<file path="config.mk">
export PLATFORM = sky130hd
export DESIGN_NAME = supply_guard
export DESIGN_NICKNAME = d
export VERILOG_FILES = /design/src/rtl/supply_guard.sv
export SDC_FILE = /design/constraint.sdc
export NUM_CORES = 1
export LEC_CHECK = 0
export CORE_AREA = 2 2 39 41
export DETAILED_ROUTE_END_ITERATION = 16
export DIE_AREA = 0 0 41 43
export DONT_BUFFER_PORTS = 1
export GPL_TIMING_DRIVEN = 0
export REMOVE_ABC_BUFFERS = 1
export SLEW_MARGIN = 15
export SYNTH_ARGS = -nofsm -noshare
export SYNTH_HDL_FRONTEND = slang
export SYNTH_SLANG_ARGS = --single-unit
</file>
<file path="constraint.sdc">
create_clock -name clk -period 1.65 [get_ports clk]
set_clock_uncertainty 0.1 [all_clocks]
set_input_delay 0.495 -clock clk [delete_from_list [all_inputs] [get_ports clk]]
set_output_delay 0.495 -clock clk [all_outputs]
set_load 0.01 [all_outputs]
</file>
<file path="src/rtl/supply_guard.sv">
module supply_guard #(
  parameter int HOLD_CYCLES = 4
) (
  input  logic       clk,
  input  logic       rst_n,
  input  logic       cmp_low,
  input  logic       cfg_pwrdn,
  input  logic       cfg_rst_dis,
  input  logic       wr_en,
  input  logic [7:0] wr_data,
  output logic [7:0] rd_data,
  output logic       irq,
  output logic       sys_rst_req
);
  localparam int CW = $clog2(HOLD_CYCLES + 1);

  logic          cmp_s1, cmp_s2;
  logic          stat_q, flag_q, ie_q, rst_q;
  logic [CW-1:0] hold_cnt;
  logic          unused_bits;

  wire active   = ~cfg_pwrdn;
  wire toggle   = active & (cmp_s2 ^ stat_q);
  wire ack      = wr_en & wr_data[4];
  wire rst_cond = active & ~cfg_rst_dis & stat_q;

  assign unused_bits = ^{wr_data[7:6], wr_data[3:0]};

  always_ff @(posedge clk) begin
    cmp_s1 <= cmp_low;
    cmp_s2 <= cmp_s1;
  end

  always_ff @(posedge clk) begin
    if (!rst_n) begin
      stat_q   <= cmp_s2;
      flag_q   <= 1'b0;
      ie_q     <= 1'b0;
      rst_q    <= 1'b0;
      hold_cnt <= '0;
    end else begin
      if (active) stat_q <= cmp_s2;

      if (toggle)   flag_q <= 1'b1;
      else if (ack) flag_q <= 1'b0;

      if (rst_cond)   ie_q <= 1'b0;
      else if (wr_en) ie_q <= wr_data[5];

      if (rst_cond) begin
        rst_q    <= 1'b1;
        hold_cnt <= '0;
      end else if (rst_q) begin
        if (hold_cnt == CW'(HOLD_CYCLES - 1)) rst_q <= 1'b0;
        else hold_cnt <= hold_cnt + CW'(1);
      end
    end
  end

  assign rd_data     = {stat_q, flag_q, ie_q, 5'b0};
  assign irq         = flag_q & ie_q & ~rst_q;
  assign sys_rst_req = rst_q;
endmodule

</file>
* Word level (Yosys, flattened, before mapping)
Index checks and enable logic that the tools add are counted.
** Storage, ports and cells
- Memory bits (writable) :: 0
- Register bits :: 9
- Memories :: 0
- Bits in latches :: 0
- Word-level logic and storage cells :: 32
- Memory bits (read-only) :: 0
- Output and inout port bits :: 10
- Input port bits :: 14
** Cells by class
- Multipliers :: 0
- Shift-type cells :: 0
- Add/sub/neg operators :: 1
- Bitwise logic cells :: 12
- $lt $le $gt $ge :: 0
- Multiplexer cells :: 7
- Divide/modulo/power cells :: 0
- Equality and inequality tests :: 2
- Reduce and logical (&&, ||, !) cells :: 3
** Operators with widths (number)
- 1-bit two-way mux :: 7
- 1-bit AND :: 6
- 1-bit inverter :: 5
- 3-bit by 1-bit adder with 3-bit output (second input constant) :: 1
- 3-bit by 2-bit == test with 1-bit output (second input constant) :: 1
- 2-bit != test (second input constant) :: 1
- 2-bit AND reduction :: 1
- 2-bit nonzero test :: 1
- 2-bit OR reduction :: 1
- 1-bit XOR :: 1

* Logic depth before layout (Yosys ltp)
- Depth in word-level cells :: 4
- Depth in mapped cells :: 5
- Depth with buffers taken out :: 5

* Least setup slack after synthesis
No wires, ideal clock.
- Path type :: register to register
- Start point :: register hold_cnt[0]
- End point :: register hold_cnt[1]
- Path buffers :: 0
- Slack :: 0.348 ns
- Arrival time :: 1.088 ns
- Cell stages (with the launch flop) :: 6
- Period minus slack after synthesis :: 1.302 ns
- Path through :: dfxtp_1 > ha_1 > ha_1 > nor2b_4 > mux2i_1 > nor2_1
** Between the ends
- Longest elaborated chain between the ends :: 3
** RTL lines
- from (decl) :: line 19 : logic [CW-1:0] hold_cnt;
- from (signal assigned) :: line 55 : else hold_cnt <= hold_cnt + CW'(1);
- branches (longest 3 deep; another with 3-bit by 1-bit adder with 3-bit output)
Parallel ways; which one is timed is not known.
A chain may end at the register's enable or synchronous reset.

* Final worst setup path
- Start point :: register flag_q
- End point :: output irq
** Between the ends
- Longest elaborated chain between the ends :: 2
** RTL lines
- from (decl) :: line 18 : logic stat_q, flag_q, ie_q, rst_q;
- from (signal assigned) :: line 37 : flag_q <= 1'b0;
- from (signal assigned) :: line 44 : if (toggle) flag_q <= 1'b1;
- from (signal assigned) :: line 45 : else if (ack) flag_q <= 1'b0;
- 1-bit AND (2 in series) :: line 61 : assign irq = flag_q & ie_q & ~rst_q;
- to (decl) :: line 12 : output logic irq,
Every way passes these cells.

==> flow_summary.toml <==
[status]
outcome = "completed"

[sta]
slew_viol_final = 0
timing.final.crit_share_pct = 90.46
max_freq_mhz = 670.0
setup_viol = 0
rsz0062_at_grt = "no"
tns_ns = 0
setup_slack_ns = 0.1574
period_minus_slack_ns = 1.493
hold_violations = 0

[placement]
placedCellCount = 52
dp_hpwl_um = 421.9
port_buffers = 0
dp_slack_ns = 0.2886
gp_congestion = 0.5611

[finish]
fin_nets = 57
syn2layout_area_growth_pct = 0.2941
drive_gt1_share_pct = 17.50
num_antenna_cells = 0
stdcell_count = 56

[global_route]
track_usage_pct = 8.149
grt_start_max_net_pins = 6
antenna_found_initial = 0
grt_pass1_wl_um = 828
grt_pass1_vias = 215
grt_overflow_total = 0

[synthesis]
synth_enable_flop_cells = 1
synth_common_cells = "8 x buf_4, 8 x dfxtp_1, 6 x nor2_1"
synthDistinctLibCells = 16
synth-seq-cells = 9
syn_area_um2 = 425.4
syn_avg_cell_area_um2 = 10.64
synthArstFlopShare_pct = 0
yosys.area.top_type_share_pct = 37.65
ys_seq_area_share_pct = 44.71
synth_top_area_cell = "dfxtp_1"
ys.flop_type = "dfxtp_1"
yosys_warnings = 0
netlist_instances = 40
synthTopCellsByArea = "dfxtp_1 38%, buf_4 14%, edfxtp_1 7.1%, ha_1 5.9%, nor2_1 5.3%"

[worst_setup_path]
cp-end-kind = "primary output"
rrSetupSlack_ns = 0.29
critPathArrivalTime_ns = 0.90
crit_fanout = 3
worstSetupStartpointType = "register"
worstPathRequired_ns = 1.05
critPathKind = "reg -> out"

[power]
internal_power_uw = 345.9
p_switching_uw = 103.0
power_uw = 448.9
pwr-share-seq_pct = 54.9
p_leak_uw = 0.0001731
switching_share_pct = 22.95
p_comb_share_pct = 8.1
vdd_drop_max_uv = 555.3
clock_power_share_pct = 37.0
powerDensity_nw_per_um2 = 1052

[detailed_routing]
vias = 236
antenna_left = 0
routedWlPerCell_um = 9.357
first_iter_violations = 1
routed_via_density = 4.214
first_pass_iters = 2
drc = 0
wl_um = 524

[clock_tree]
cts_resized = 0
cts_buffers = 3
clk_pin_slew_ns = 0.06
cts_setup_buffers = 0
clock_latency_ns = 0.26
htree_levels = 1
clock-sinks = 9
cts_tree = "done"
cts-root-buf = "clkbuf_4"
cts_hold_buf = 0
clockBufferDepth = 2

[floorplanning]
die_y_um = 43
io_pins = 24
die_area_um2 = 1763
start_util_pct = 30.74
num_rows = 14
design.core.area_um2 = 1384
die_w_um = 41

[hold_path]
hold_class = "in -> reg"

[flow_run]
cap_violations = 0
-- critical path, cell delays in order, from the launching register on --
cell and delay (ns):
dfxtp_1 0.39, nand2_1 0.07, nor2_1 0.18
-- layer usage --
| layer | part of all wire (%) | vias to the layer above | global-route usage [%] |
|---|---|---|---|
| met3 | 15 | 2 | 7.853 |
| met2 | 41 | 16 | 8.750 |
| met5 | 0 | - | 0 |
| met4 | 4.0 | 0 | 8.000 |
| met1 | 40 | 101 | 8.414 |
| li1 | - | 117 | - |
-- placed cells by master, fill, tap and decap left out, drive strengths merged --
cell and n:
nor3b 1, mux2i 2, nor2 6, o21a 2, a21boi 1, inv 1, ha 2, nand2 2
nor2b 1, nand2b 1, dfxtp 8, xnor2 2, conb 5, edfxtp 1, clkbuf 4, a211oi 1
-- path summary, 6_finish.rpt --
check,start,end,cells after the start
worst max-delay path,flag_q$_SDFFE_PN0P_,irq,2
worst min-delay path,cmp_low,cmp_s1$_DFF_P_,0
worst max register to register,hold_cnt[0]$_SDFFE_PP0P_,hold_cnt[1]$_SDFFE_PP0P_,5
worst min register to register,cmp_s1$_DFF_P_,cmp_s2$_DFF_P_,0
-- cells by family (layout without fill, tap and decap cells) --
group | Yosys count | in the layout | share of synthesized area, %
DFF | 9 | 9 | 44.71
and+or+nand+nor | 11 | 11 | 16.47
xor gates and xnor gates | 2 | 2 | 4.118
other | 1 | 5 | 0.8815
muxes | 2 | 2 | 4.706
buffers and inverters | 9 | 5 | 15.00
AOI/OAI and AO/OA | 4 | 4 | 8.234
adders and majority gates | 2 | 2 | 5.881
-- layout make-up --
cell class | instances | area, um2
inverter | 1 | 3.754
tap | 16 | 20.02
fill | 146 | 957.2
multi-input combinational | 26 | 186.4
sequential | 9 | 190.2
clock buffer | 4 | 26.28
-- power by group through the flow --
stage	sequential [uW]	combinational [uW]	clock, uW
detailed placement	252	36.9	0
global route	248	43.2	190
global placement	251	36.3	0
floorplan	249	33.5	0
finish	246	36.5	166
CTS	247	37.1	176
-- through the flow --
step / cell area [um2] / hold WS [ns] / utilization, %
after floorplan: 380.4 / 0.2096 / -
after global placement: 400.4 / 0.2156 / 28.93
after detailed placement: 400.4 / 0.2154 / 28.93
after CTS: 426.7 / 0.1500 / 30.83
after global routing: 426.7 / 0.1371 / 30.83
final: 426.7 / 0.1620 / 30.83
-- flip-flops by register name (all words and copies together) (netlist names) --
register,flops
cmp_s2,1
hold_cnt,3
cmp_s1,1
stat_q,1
flag_q,1
sys_rst_req,1
ie_q,1
(Power assumes the default switching activity.)
